===== src/rtl/sertx_pkg.sv =====
package sertx_pkg;

  localparam int BYTE_W      = 8;
  localparam int ADDR_DATA   = 0;
  localparam int ADDR_FMT    = 3;
  localparam int FMT_BREAK   = 6;
  localparam int FMT_DIVSEL  = 7;
  localparam int STAT_HOLD_E = 5;
  localparam int STAT_ALL_E  = 6;
  localparam logic [7:0] FMT_RESET = 8'h03;

  typedef enum logic [2:0] {
    ST_IDLE,
    ST_START,
    ST_DATA,
    ST_PAR,
    ST_STOP
  } tx_state_e;

  typedef struct packed {
    logic [3:0] nbits;
    logic       two_stop;
    logic       par_en;
    logic       even_sel;
    logic       stick;
  } frame_cfg_t;

  function automatic frame_cfg_t decode_fmt(input logic [7:0] fmt);
    frame_cfg_t c;
    c.nbits    = 4'd5 + {2'b00, fmt[1:0]};
    c.two_stop = fmt[2];
    c.par_en   = fmt[3];
    c.even_sel = fmt[4];
    c.stick    = fmt[5];
    return c;
  endfunction

  function automatic logic parity_bit(input logic [BYTE_W-1:0] d, input frame_cfg_t c);
    logic x;
    x = 1'b0;
    for (int i = 0; i < BYTE_W; i++) begin
      if (4'(i) < c.nbits) x = x ^ d[i];
    end
    if (c.stick) return ~c.even_sel;
    return c.even_sel ? x : ~x;
  endfunction

endpackage


===== src/rtl/sertx_baud.sv =====
module sertx_baud #(
  parameter int DIV_W = 16
) (
  input  logic             clk,
  input  logic             rst_n,
  input  logic [DIV_W-1:0] divisor,
  output logic             tick
);

  logic [DIV_W-1:0] cnt_q;
  logic [DIV_W-1:0] eff_div;

  // a zero divisor is clamped to one so the tick never stops
  assign eff_div = (divisor == '0) ? DIV_W'(1) : divisor;
  assign tick    = (cnt_q >= (eff_div - DIV_W'(1)));

  always_ff @(posedge clk or negedge rst_n) begin
    if (!rst_n) begin
      cnt_q <= '0;
    end else if (tick) begin
      cnt_q <= '0;
    end else begin
      cnt_q <= cnt_q + DIV_W'(1);
    end
  end

endmodule


===== src/rtl/sertx_regs.sv =====
module sertx_regs
  import sertx_pkg::*;
#(
  parameter int ADDR_W = 3,
  parameter int DIV_W  = 16
) (
  input  logic              clk,
  input  logic              rst_n,
  input  logic              wr_en,
  input  logic [ADDR_W-1:0] wr_addr,
  input  logic [7:0]        wr_data,
  output logic [7:0]        fmt,
  output logic [DIV_W-1:0]  divisor,
  output logic              wr_hold,
  output logic [7:0]        hold_byte
);

  localparam int NBYTES = DIV_W / 8;

  logic [7:0] fmt_q;
  logic       divsel;

  assign divsel    = fmt_q[FMT_DIVSEL];
  assign fmt       = fmt_q;
  assign wr_hold   = wr_en && !divsel && (wr_addr == ADDR_W'(ADDR_DATA));
  assign hold_byte = wr_data;

  always_ff @(posedge clk or negedge rst_n) begin
    if (!rst_n) begin
      fmt_q <= FMT_RESET;
    end else if (wr_en && (wr_addr == ADDR_W'(ADDR_FMT))) begin
      fmt_q <= wr_data;
    end
  end

  // one divisor byte per aliased offset, reachable only with divsel set
  for (genvar i = 0; i < NBYTES; i++) begin : g_div
    logic [7:0] byte_q;
    always_ff @(posedge clk or negedge rst_n) begin
      if (!rst_n) begin
        byte_q <= (i == 0) ? 8'd1 : 8'd0;
      end else if (wr_en && divsel && (wr_addr == ADDR_W'(i))) begin
        byte_q <= wr_data;
      end
    end
    assign divisor[8*i +: 8] = byte_q;
  end

endmodule


===== src/rtl/sertx_shifter.sv =====
module sertx_shifter
  import sertx_pkg::*;
#(
  parameter int OVS = 16
) (
  input  logic       clk,
  input  logic       rst_n,
  input  logic       tick,
  input  logic       wr_hold,
  input  logic [7:0] hold_byte,
  input  logic [7:0] fmt,
  output logic       txd,
  output logic       hold_empty,
  output logic       all_empty
);

  localparam int SUB_W = $clog2(OVS);
  localparam logic [SUB_W-1:0] SUB_LAST = SUB_W'(OVS - 1);

  tx_state_e  state_q;
  logic [SUB_W-1:0] sub_q;
  logic [3:0] bitcnt_q;
  logic [7:0] hold_q;
  logic       hold_full_q;
  logic [7:0] shreg_q;
  frame_cfg_t cfg_q;
  frame_cfg_t cfg_in;
  logic       pbit_q;
  logic       stop2_q;
  logic       txd_q;
  logic       bit_end;
  logic       frame_done;
  logic       load;
  logic       line;

  assign cfg_in     = decode_fmt(fmt);
  assign bit_end    = tick && (sub_q == SUB_LAST);
  assign frame_done = (state_q == ST_STOP) && bit_end && (!cfg_q.two_stop || stop2_q);
  assign load       = tick && hold_full_q && ((state_q == ST_IDLE) || frame_done);

  // holding register: a write wins over a same-cycle move into the shifter
  always_ff @(posedge clk or negedge rst_n) begin
    if (!rst_n) begin
      hold_q      <= '0;
      hold_full_q <= 1'b0;
    end else begin
      if (load) hold_full_q <= 1'b0;
      if (wr_hold) begin
        hold_q      <= hold_byte;
        hold_full_q <= 1'b1;
      end
    end
  end

  always_ff @(posedge clk or negedge rst_n) begin
    if (!rst_n) begin
      sub_q <= '0;
    end else if (load || (state_q == ST_IDLE)) begin
      sub_q <= '0;
    end else if (tick) begin
      sub_q <= (sub_q == SUB_LAST) ? '0 : sub_q + SUB_W'(1);
    end
  end

  always_ff @(posedge clk or negedge rst_n) begin
    if (!rst_n) begin
      state_q  <= ST_IDLE;
      bitcnt_q <= '0;
      shreg_q  <= '0;
      cfg_q    <= decode_fmt(FMT_RESET);
      pbit_q   <= 1'b0;
      stop2_q  <= 1'b0;
    end else if (load) begin
      state_q  <= ST_START;
      bitcnt_q <= '0;
      shreg_q  <= hold_q;
      cfg_q    <= cfg_in;
      pbit_q   <= parity_bit(hold_q, cfg_in);
      stop2_q  <= 1'b0;
    end else if (frame_done) begin
      state_q <= ST_IDLE;
    end else if (bit_end) begin
      unique case (state_q)
        ST_START: begin
          state_q  <= ST_DATA;
          bitcnt_q <= '0;
        end
        ST_DATA: begin
          shreg_q <= shreg_q >> 1;
          if (bitcnt_q == (cfg_q.nbits - 4'd1)) begin
            state_q <= cfg_q.par_en ? ST_PAR : ST_STOP;
          end else begin
            bitcnt_q <= bitcnt_q + 4'd1;
          end
        end
        ST_PAR:  state_q <= ST_STOP;
        ST_STOP: stop2_q <= 1'b1;
        default: state_q <= ST_IDLE;
      endcase
    end
  end

  always_comb begin
    unique case (state_q)
      ST_START: line = 1'b0;
      ST_DATA:  line = shreg_q[0];
      ST_PAR:   line = pbit_q;
      default:  line = 1'b1;
    endcase
  end

  always_ff @(posedge clk or negedge rst_n) begin
    if (!rst_n) begin
      txd_q <= 1'b1;
    end else begin
      txd_q <= fmt[FMT_BREAK] ? 1'b0 : line;
    end
  end

  assign txd        = txd_q;
  assign hold_empty = !hold_full_q;
  assign all_empty  = !hold_full_q && (state_q == ST_IDLE);

endmodule


===== src/rtl/sertx_top.sv =====
module sertx_top
  import sertx_pkg::*;
#(
  parameter int ADDR_W = 3,
  parameter int DIV_W  = 16,
  parameter int OVS    = 16
) (
  input  logic              clk,
  input  logic              rst_n,
  input  logic              wr_en,
  input  logic [ADDR_W-1:0] wr_addr,
  input  logic [7:0]        wr_data,
  output logic              txd,
  output logic [7:0]        line_status
);

  logic [7:0]       fmt_w;
  logic [DIV_W-1:0] div_w;
  logic             tick_w;
  logic             wr_hold_w;
  logic [7:0]       hold_byte_w;
  logic             hold_empty_w;
  logic             all_empty_w;

  sertx_regs #(.ADDR_W(ADDR_W), .DIV_W(DIV_W)) u_regs (
    .clk       (clk),
    .rst_n     (rst_n),
    .wr_en     (wr_en),
    .wr_addr   (wr_addr),
    .wr_data   (wr_data),
    .fmt       (fmt_w),
    .divisor   (div_w),
    .wr_hold   (wr_hold_w),
    .hold_byte (hold_byte_w)
  );

  sertx_baud #(.DIV_W(DIV_W)) u_baud (
    .clk     (clk),
    .rst_n   (rst_n),
    .divisor (div_w),
    .tick    (tick_w)
  );

  sertx_shifter #(.OVS(OVS)) u_shift (
    .clk        (clk),
    .rst_n      (rst_n),
    .tick       (tick_w),
    .wr_hold    (wr_hold_w),
    .hold_byte  (hold_byte_w),
    .fmt        (fmt_w),
    .txd        (txd),
    .hold_empty (hold_empty_w),
    .all_empty  (all_empty_w)
  );

  always_comb begin
    line_status              = '0;
    line_status[STAT_HOLD_E] = hold_empty_w;
    line_status[STAT_ALL_E]  = all_empty_w;
  end

endmodule


===== config.mk =====
export PLATFORM = sky130hd
export DESIGN_NAME = sertx_top
export DESIGN_NICKNAME = d
export VERILOG_FILES = /design/src/rtl/sertx_pkg.sv /design/src/rtl/sertx_baud.sv /design/src/rtl/sertx_regs.sv /design/src/rtl/sertx_shifter.sv /design/src/rtl/sertx_top.sv
export SDC_FILE = /design/constraint.sdc
export NUM_CORES = 1
export LEC_CHECK = 0
export CAP_MARGIN = 30
export CORE_MARGIN = 1
export CORE_UTILIZATION = 45
export DETAILED_ROUTE_END_ITERATION = 6
export PLACE_DENSITY_LB_ADDON = 0.3
export SETUP_SLACK_MARGIN = 0.1
export SYNTH_ARGS = -nofsm -noshare
export SYNTH_HDL_FRONTEND = slang
export SYNTH_HIERARCHICAL = 1
export SYNTH_SLANG_ARGS = --single-unit

===== constraint.sdc =====
create_clock -name clk -period 4.8 [get_ports clk]
set_clock_uncertainty 0.1 [all_clocks]
set_input_delay 0.96 -clock clk [delete_from_list [all_inputs] [get_ports clk]]
set_output_delay 0.96 -clock clk [all_outputs]
set_load 0.05 [all_outputs]

# After elaboration in Yosys (flattened, before gate mapping)
# Index checks and enable logic that the tools add are counted.
word_totals:
  word_cells: 133
  reg_bits: 77
  in_bits: 14
op_classes:
  reduce_logical: 32
  eq_ne: 12
  muxes: 49
  bitwise_logic: 9
  add_sub_neg: 6
  n_lt_le_gt_ge: 9
op_table:
  columns: ["cell", "n"]
  rows:
  - ["$mux 16", 2]
  - ["$mux 8", 4]
  - ["$mux 1", 28]
  - ["$mux 4", 7]
  - ["$add 16x1->16 const B", 1]
  - ["$ge 16x16->1", 1]
  - ["$logic_not 16->1", 1]
  - ["$lt 3x4->1 const A", 4]
  - ["$sub 16x1->16 const B", 1]
  - ["$mux 3", 5]
  - ["$logic_and 1x1->1", 12]
  - ["$pmux 3 s4", 1]
  - ["$reduce_bool 2->1", 5]
  - ["$eq 3x2->1 const B", 3]
  - ["$reduce_and 3->1", 3]
  - ["$add 4x1->4 const B", 2]
  - ["$lt 1x4->1 const A", 2]
  - ["$lt 2x4->1 const A", 2]
  - ["$pmux 4 s2", 1]
  - ["$xor 1x1->1", 7]
  - ["$eq 3x1->1 const B", 2]
  - ["$logic_not 3->1", 2]
  - ["$reduce_bool 3->1", 2]
  - ["$add 3x2->4 const A", 1]
  - ["13 further kinds", 18]

# Logic depth before layout (Yosys ltp)
# Gate-level depths: netlist of the first run.
depth:
  depth_word: 34
  depth_mapped: 20

# Modules after synthesis
# Netlist of the first run, hierarchy kept.
by_module_without_submodules:
  columns: ["module", "cells_per_inst", "area_per_inst_um2", "n_inst"]
  rows:
  - ["sertx_shifter", 183, 1906.8, 1]
  - ["sertx_baud", 152, 1362.6, 1]
  - ["sertx_regs", 63, 1028.5, 1]
  - ["sertx_top", 9, 63.8, 1]

# Least setup slack after synthesis of the first run
# No wires, ideal clock.
synth_timing:
  path_type: "flip-flop to flip-flop"
  startpoint: "register u_regs.g_div[1].byte_q[4]"
  endpoint: "register u_shift/cfg_q[3] (netlist bit)"
  period_less_slack_ps: 4277
  t_required_ps: 4575
  setup_slack_ps: 523
  path_stages_with_launch: 18
  setup_ps: 125
  arrival_time_ps: 4053
  path_buffers: 2
  cell_sequence: "dfrtp_1 > or4_1 > nor2_1 > a41oi_1 > ha_1 > nand2b_1 > nor3_1 > xnor2_1 > ha_1 > nand4_1 > nor2_1 > o2111ai_1 > o211ai_2 > buf_2 > buf_2 > nand4bb_1 > a211oi_4 > mux2_2"
synth_via:
  elab_chain_len: 9
  elab_cells_between_ends: 10
synth_rtl:
  columns: ["element", "line_no", "source"]
  rows:
  - ["from (decl)", "sertx_regs.sv:38", "logic [7:0] byte_q;"]
  - ["from (signal assigned)", "sertx_regs.sv:41", "byte_q <= (i == 0) ? 8'd1 : 8'd0;"]
  - ["from (signal assigned)", "sertx_regs.sv:43", "byte_q <= wr_data;"]
  - ["$logic_not 16->1", "sertx_baud.sv:14", "assign eff_div = (divisor == '0) ? DIV_W'(1) : divisor;"]
  - ["$mux 16 (*)", "sertx_baud.sv:14", null]
  - ["$sub 16x1->16 (*)", "sertx_baud.sv:15", "assign tick = (cnt_q >= (eff_div - DIV_W'(1)));"]
  - ["$ge 16x16->1 (*)", "sertx_baud.sv:15", null]
  - ["named net tick_w", "sertx_top.sv:19", "logic tick_w;"]
  - ["$logic_and 1x1->1", "sertx_shifter.sv:37", "assign bit_end = tick && (sub_q == SUB_LAST);"]
  - ["$logic_and 1x1->1 (2 in a row)", "sertx_shifter.sv:38", "assign frame_done = (state_q == ST_STOP) && bit_end && (!cfg_q.two_stop || stop2_q);"]
  - ["$logic_or 1x1->1", "sertx_shifter.sv:39", "assign load = tick && hold_full_q && ((state_q == ST_IDLE) || frame_done);"]
  - ["$logic_and 1x1->1 (*)", "sertx_shifter.sv:39", null]
  - ["to (signal assigned)", "sertx_shifter.sv:70", "cfg_q <= decode_fmt(FMT_RESET);"]
  - ["to (signal assigned)", "sertx_shifter.sv:77", "cfg_q <= cfg_in;"]
  - ["to (decl)", "sertx_shifter.sv:26", "frame_cfg_t cfg_q;"]
# The timed path passes the listed nets; every way through them passes the cells marked *.
# A chain may end at the register's enable or synchronous reset.

# Worst setup path in the final report of the first run
layout_timing:
  startpoint: "register u_regs.g_div[1].byte_q[4]"
  endpoint: "register u_shift.shreg_q[4]"
layout_via:
  elab_chain_len: 11
  elab_cells_between_ends: 15
layout_rtl:
  columns: ["element", "line_no", "source"]
  rows:
  - ["$logic_not 16->1", "sertx_baud.sv:14", null]
  - ["$mux 16 (*)", "sertx_baud.sv:14", null]
  - ["$sub 16x1->16 (*)", "sertx_baud.sv:15", null]
  - ["$ge 16x16->1 (*)", "sertx_baud.sv:15", null]
  - ["named net tick_w", "sertx_top.sv:19", null]
  - ["$logic_and 1x1->1", "sertx_shifter.sv:37", null]
  - ["$logic_and 1x1->1 (2 in a row)", "sertx_shifter.sv:38", null]
  - ["$logic_or 1x1->1", "sertx_shifter.sv:39", null]
  - ["$logic_and 1x1->1", "sertx_shifter.sv:39", null]
  - ["$ne 2x2->1 (no source line) or $reduce_bool 2->1 (tied branches)", null, null]
  - ["$reduce_and 3->1 (no source line)", null, null]
  - ["to (signal assigned)", "sertx_shifter.sv:76", "shreg_q <= hold_q;"]
  - ["to (signal assigned)", "sertx_shifter.sv:89", "shreg_q <= shreg_q >> 1;"]
  - ["to (decl)", "sertx_shifter.sv:25", "logic [7:0] shreg_q;"]
# Marks and branches as above.

==> impl_metrics.ini, run 1 <==
[floorplan]
coreArea_um2 = 9330
start_util_pct = 46.8
io_pins = 23
die-height_um = 100
rows = 35
dieArea_um2 = 10100
die_x_um = 100

[worst_setup_path]
r2r_start = u_regs/g_div[1].byte_q[4]$_DFFE_PN0P_
crit_fanout = 14
required_ps = 4990
crit_type = reg2reg
endpoint_kind = flop
start_kind = flop
r2r_setup_slack_ps = 540
crit_arrival_ps = 4450
crit_path_start = u_regs/g_div[1].byte_q[4]$_DFFE_PN0P_

[global_routing]
grt_pass1_vias = 2843
grt_pass1_wl_mm = 14.1
grt_start_max_net_pins = 78
grt.total_usage_pct = 18.0
antenna_found_initial = 0
grt_overflow_total = 0

[clock_network]
cts.path.max_buffers = 2
cts_resized = 0
clk_latency_ps = 350
cts_buffers = 9
hold_buffers = 0
h-tree-depth = 3
path_clk_slew_ps = 80
cts_tree = yes
cts.sink_count = 77
cts-root-buf = clkbuf_8

[finish]
mostFrequentLayoutCell = dfrtp_1
nNetsFinal = 458
regArea_um2 = 1930
layout_common_cells = dfrtp_1 (72), nand2_1 (39), nor2_1 (37), mux2_2 (26), ha_1 (24)
n_antenna_cell = 0
postLayoutCoreUtil_pct = 51.3
final_cells = 554
multi_input_area_um2 = 2230
fillers = 837
layout-drive-gt1-share_pct = 18.8
area_growth_pct = 9.64

[routing]
via_per_inst = 5.25
drc = 0
wl_per_cell_um = 14.8
postRouteAntennaNets = 0
firstDrtPassIters = 4
wl_mm = 8.17
vias = 2906
detailedRoute.firstIterationViolations = 143

[power_and_ir_drop]
ir_worst_vdd_v = 0.000255
p_per_area_nw_per_um2 = 495
p_leak_nw = 2.11

[sta]
worst_pin_slew_ps = 1060
setup-violations-final = 0
fin_crit_ps = 4260
tns_ps = 0
fmax_mhz = 235
relSlewSlack_pct = 28.5
finalHoldViolCount = 0
fin_crit_sh_pct = 88.8
rsz0062_at_grt = no
whs_ps = 298
slew_viol_final = 0

[synthesis]
ys_seq_elements = 77
synth_warnings = 6
syn_avg_cell_area_um2 = 10.7
yosysSeqAreaShare_pct = 44.3
netlist_area_um2 = 4360
synthCells = 407
synth_edf_count = 0
synth_flop_cell = dfrtp_1
async_flop_share_pct = 100
synth_cell_type_count = 61

[job]
maxCapViolCount = 0

[place]
dp_hpwl_mm = 5.94
portBuffers = 16
gp_congestion = 0.806
dpl.cell_count = 536

[hold_path]
hp-class = in2async

[outcome]
outcome = complete, no violations
## worst max-delay path: stages (launching register included)
cell       delay, ps
dfrtp_1          440
or4_1            550
nor2_1           170
a41oi_1          170
ha_1             250
nand2b_1         210
nor3_1            90
xnor2_1          130
ha_1             290
nand4_1          100
nor2_1           170
o2111ai_1        150
o211ai_2         180
buf_4            170
nand4bb_1        190
a211oi_4         370
buf_4            270
a22oi_1          100
nand2_1           80
## cell families after synthesis
group | after synthesis | synth area share [%]
other | 1 | 0.0860
adder cells (fa/ha/maj) | 24 | 6.88
XOR/XNOR | 39 | 8.63
flip-flops | 77 | 44.3
AND/OR/NAND/NOR | 139 | 16.8
AO/OA/AOI/OAI | 57 | 8.84
buffers and inverters | 36 | 5.02
multiplexers | 34 | 9.47
## metrics by stage
step                setup WS (ps)  area [um2]  power [mW]
floorplan                     523        4380        1.68
global placement              612        4560        1.85
detailed placement            488        4560        1.89
CTS                           465        4750        2.38
global route                  163        4780        2.53
finish                        539        4780        2.37
## report_power, final
group	switching (mW)	leakage [nW]	internal, mW
logic	0.410	1.04	0.443
registers	0.202	0.983	0.829
clock network	0.244	0.0964	0.240
total	0.855	2.11	1.51
## cells in the mapped netlist, types with 2 or more instances
master | instances | area [um2]
or3_1 | 3 | 18.8
xnor3_1 | 2 | 45.0
nor4_1 | 6 | 37.5
or4_4 | 2 | 22.5
nor2_1 | 37 | 139
o21bai_1 | 2 | 15.0
or3_4 | 2 | 22.5
nand3_1 | 10 | 50.1
mux2_2 | 26 | 293
a31oi_1 | 2 | 12.5
dfrtp_1 | 72 | 1800
a22oi_1 | 8 | 60.1
xor2_1 | 15 | 131
nand2b_1 | 5 | 31.3
nand2_1 | 39 | 146
o21a_1 | 3 | 22.5
mux2_4 | 8 | 120
inv_1 | 11 | 41.3
nand4_1 | 6 | 37.5
dfstp_2 | 5 | 131
a21oi_1 | 14 | 70.1
nor3_1 | 10 | 50.1
buf_2 | 4 | 20.0
ha_1 | 24 | 300
xnor2_1 | 21 | 184
o21ai_0 | 13 | 65.1
a21o_1 | 3 | 22.5
nor3_2 | 3 | 30.0
buf_4 | 19 | 143
## what timing repair did
| item | CTS | global route |
|---|---|---|
| setup endpoints to repair | 0 | 12 |
| endpoints found under the hold margin | 0 | 0 |
| buffers inserted | 0 | 1 |
## sequential cells by signal (all words and copies together) (netlist names)
signal / cells
u_shift/hold_full_q: 1
u_shift/cfg_q: 6
u_shift/hold_q: 8
u_shift/stop2_q: 1
u_shift/txd: 1
u_shift/sub_q: 4
u_shift/shreg_q: 8
u_shift/pbit_q: 1
u_shift/bitcnt_q: 4
u_baud/cnt_q: 16
u_shift/state_q: 3
u_regs/fmt: 8
u_regs/g_div.byte_q: 16
## path summary, 6_finish.rpt
path                                                   to  cells after the start
max                        u_shift/shreg_q[4]$_DFFE_PN0P_                     18
min                            u_baud/cnt_q[13]$_DFF_PN0_                      1
max reg2reg                u_shift/shreg_q[4]$_DFFE_PN0P_                     18
min reg2reg                         u_shift/txd$_DFF_PN1_                      1
max in group asynchronous    u_shift/cfg_q[7]$_DFFE_PN1P_                      2
min in group clk                    u_shift/txd$_DFF_PN1_                      1
## area by class of cell
| class | count | area share, % |
|---|---|---|
| Clock buffer | 10 | 2.67 |
| Clock inverter | 6 | 1.28 |
| Inverter | 11 | 0.863 |
| Multi-Input combinational cell | 299 | 46.7 |
| Sequential cell | 77 | 40.4 |
| Tap cell | 129 | 3.38 |
| Timing Repair Buffer | 22 | 4.66 |
## layer usage
metal	wire length, um	vias to the layer above	GRT usage, %
met5	0	-	0
met4	92	0	6.24
met3	236	7	3.19
met2	3650	47	27.0
met1	4190	1412	26.2
li1	-	1440	-
Power figures use the tool's default switching activity.
==> run 2, diff against run 1 <==
- RECOVER_POWER: unset -> 50
==> impl_metrics.ini, run 2 (same netlist as run 1, synthesis figures left out) <==
[global_routing]
grt.total_usage_pct = 18.0
grt_pass1_vias = 2843
grt_pass1_wl_mm = 14.1
antenna_found_initial = 0
grt_overflow_total = 0
grt_start_max_net_pins = 78

[sta]
fin_crit_sh_pct = 89.0
fmax_mhz = 234
worst_pin_slew_ps = 3220
finalHoldViolCount = 0
setup-violations-final = 0
fin_crit_ps = 4270
rsz0062_at_grt = no
tns_ps = 0
slew_viol_final = 77
relSlewSlack_pct = -115

[floorplan]
dieArea_um2 = 10100
die_x_um = 100
coreArea_um2 = 9330
rows = 35
io_pins = 23
die-height_um = 100
start_util_pct = 46.8

[worst_setup_path]
crit_arrival_ps = 4460
cp_slowest_cell = or4_1
crit_path_start = u_regs/g_div[1].byte_q[4]$_DFFE_PN0P_
path_cells = or4_1, nor2_1, a41oi_1, ha_1, nand2b_1, nor3_1, xnor2_1, ha_1, nand4_1, nor2_1, o2111ai_1, o211ai_2, buf_4, nand4bb_1, a211oi_4, buf_4, a22oi_1, nand2_1
slowest_delay_ps = 550
endpoint_kind = flop
start_kind = flop
required_ps = 4990
path_delay_family = simple AND/OR/NAND/NOR gates
critical_path_buf_inv_count = 2
r2r_start = u_regs/g_div[1].byte_q[4]$_DFFE_PN0P_
crit_type = reg2reg
crit_fanout = 14

[clock_network]
cts.path.max_buffers = 2
clk_latency_ps = 350
cts-root-buf = clkbuf_8
cts_buffers = 9
h-tree-depth = 3
hold_buffers = 0
path_clk_slew_ps = 80
cts.sink_count = 77
cts_resized = 0
cts_tree = yes

[finish]
nNetsFinal = 458
area_growth_pct = 9.21
layout_common_cells = dfrtp_1 (72), nand2_1 (39), nor2_1 (37), mux2_2 (26), ha_1 (24)
postLayoutCoreUtil_pct = 51.1
n_antenna_cell = 0
reg_top3 = u_baud/cnt_q: 16 flops, u_regs/g_div.byte_q: 16 flops
mostFrequentLayoutCell = dfrtp_1
layout-drive-gt1-share_pct = 18.4

[outcome]
outcome = complete, but fails checks
violations = max-capacitance violations, max-slew violations

[power_and_ir_drop]
ir_worst_vdd_v = 0.000255
p_sw_share_pct = 36.2
p_int_mw = 1.51
p_leak_nw = 2.11
power_frac_clock_pct = 20.5
combPwrFrac_pct = 36.0
seqPwrFrac_pct = 43.5
switchingPower_uw = 857
p_per_area_nw_per_um2 = 497

[job]
maxCapViolCount = 1

[routing]
postRouteAntennaNets = 0
detailedRoute.firstIterationViolations = 144
drc = 0
firstDrtPassIters = 4
vias = 2912
wl_mm = 8.20
wl_per_cell_um = 14.8
via_per_inst = 5.26

[place]
portBuffers = 16
dp_hpwl_mm = 5.94
gp_congestion = 0.806

[hold_path]
hp-class = in2async
-- run 2: worst paths after layout --
kind,to,depth (start not counted),slack [ps]
worst max-delay path,u_shift/shreg_q[4]$_DFFE_PN0P_,18,530
worst min-delay path,u_baud/cnt_q[13]$_DFF_PN0_,1,290
worst max register to register,u_shift/shreg_q[4]$_DFFE_PN0P_,18,530
worst min register to register,u_shift/txd$_DFF_PN1_,1,320
max in group asynchronous,u_baud/cnt_q[5]$_DFF_PN0_,2,920
min in group clk,u_shift/txd$_DFF_PN1_,1,320
-- run 2: cell type report --
cell class	count	area (um2)
repair buffers	22	204
inverters	11	41.3
clock buffers	10	128
flip-flops and latches	77	1930
well taps	129	161
fillers	841	4560
clock inverters	6	61.3
multi-input cells	299	2230
-- run 2: per-stage QoR --
stage                     hold WS [ps]  worst slack, ps  cells  cell area, um2  power [mW]
after floorplan                    263              523    412            4380        1.68
after global placement             300              612    536            4560        1.85
after detailed placement           307              488    536            4560        1.89
after CTS                          317              465    552            4750        2.38
after global routing               263              163    554            4760        2.52
final                              285              528    554            4760        2.37
-- run 2: metal layers --
layer / global-route usage (%) / vias to the layer above / part of all wire [%]
met5: 0 / - / 0
met4: 6.24 / 0 / 1.1
met3: 3.19 / 7 / 2.2
met2: 27.0 / 43 / 45
met1: 26.2 / 1422 / 52
li1: - / 1440 / -
-- run 2: repair_timing --
action | in CTS | in global routing
endpoints found under the setup margin | 0 | 12
buffers inserted | 0 | 1
endpoints found under the hold margin | 0 | 0
-- run 2: power by group through the flow --
stage | combinational [mW] | clock (mW) | sequential [mW]
after CTS | 0.853 | 0.495 | 1.03
final | 0.851 | 0.485 | 1.03
after global routing | 0.947 | 0.521 | 1.06
after global placement | 0.818 | 0 | 1.03
after floorplan | 0.703 | 0 | 0.980
after detailed placement | 0.849 | 0 | 1.04
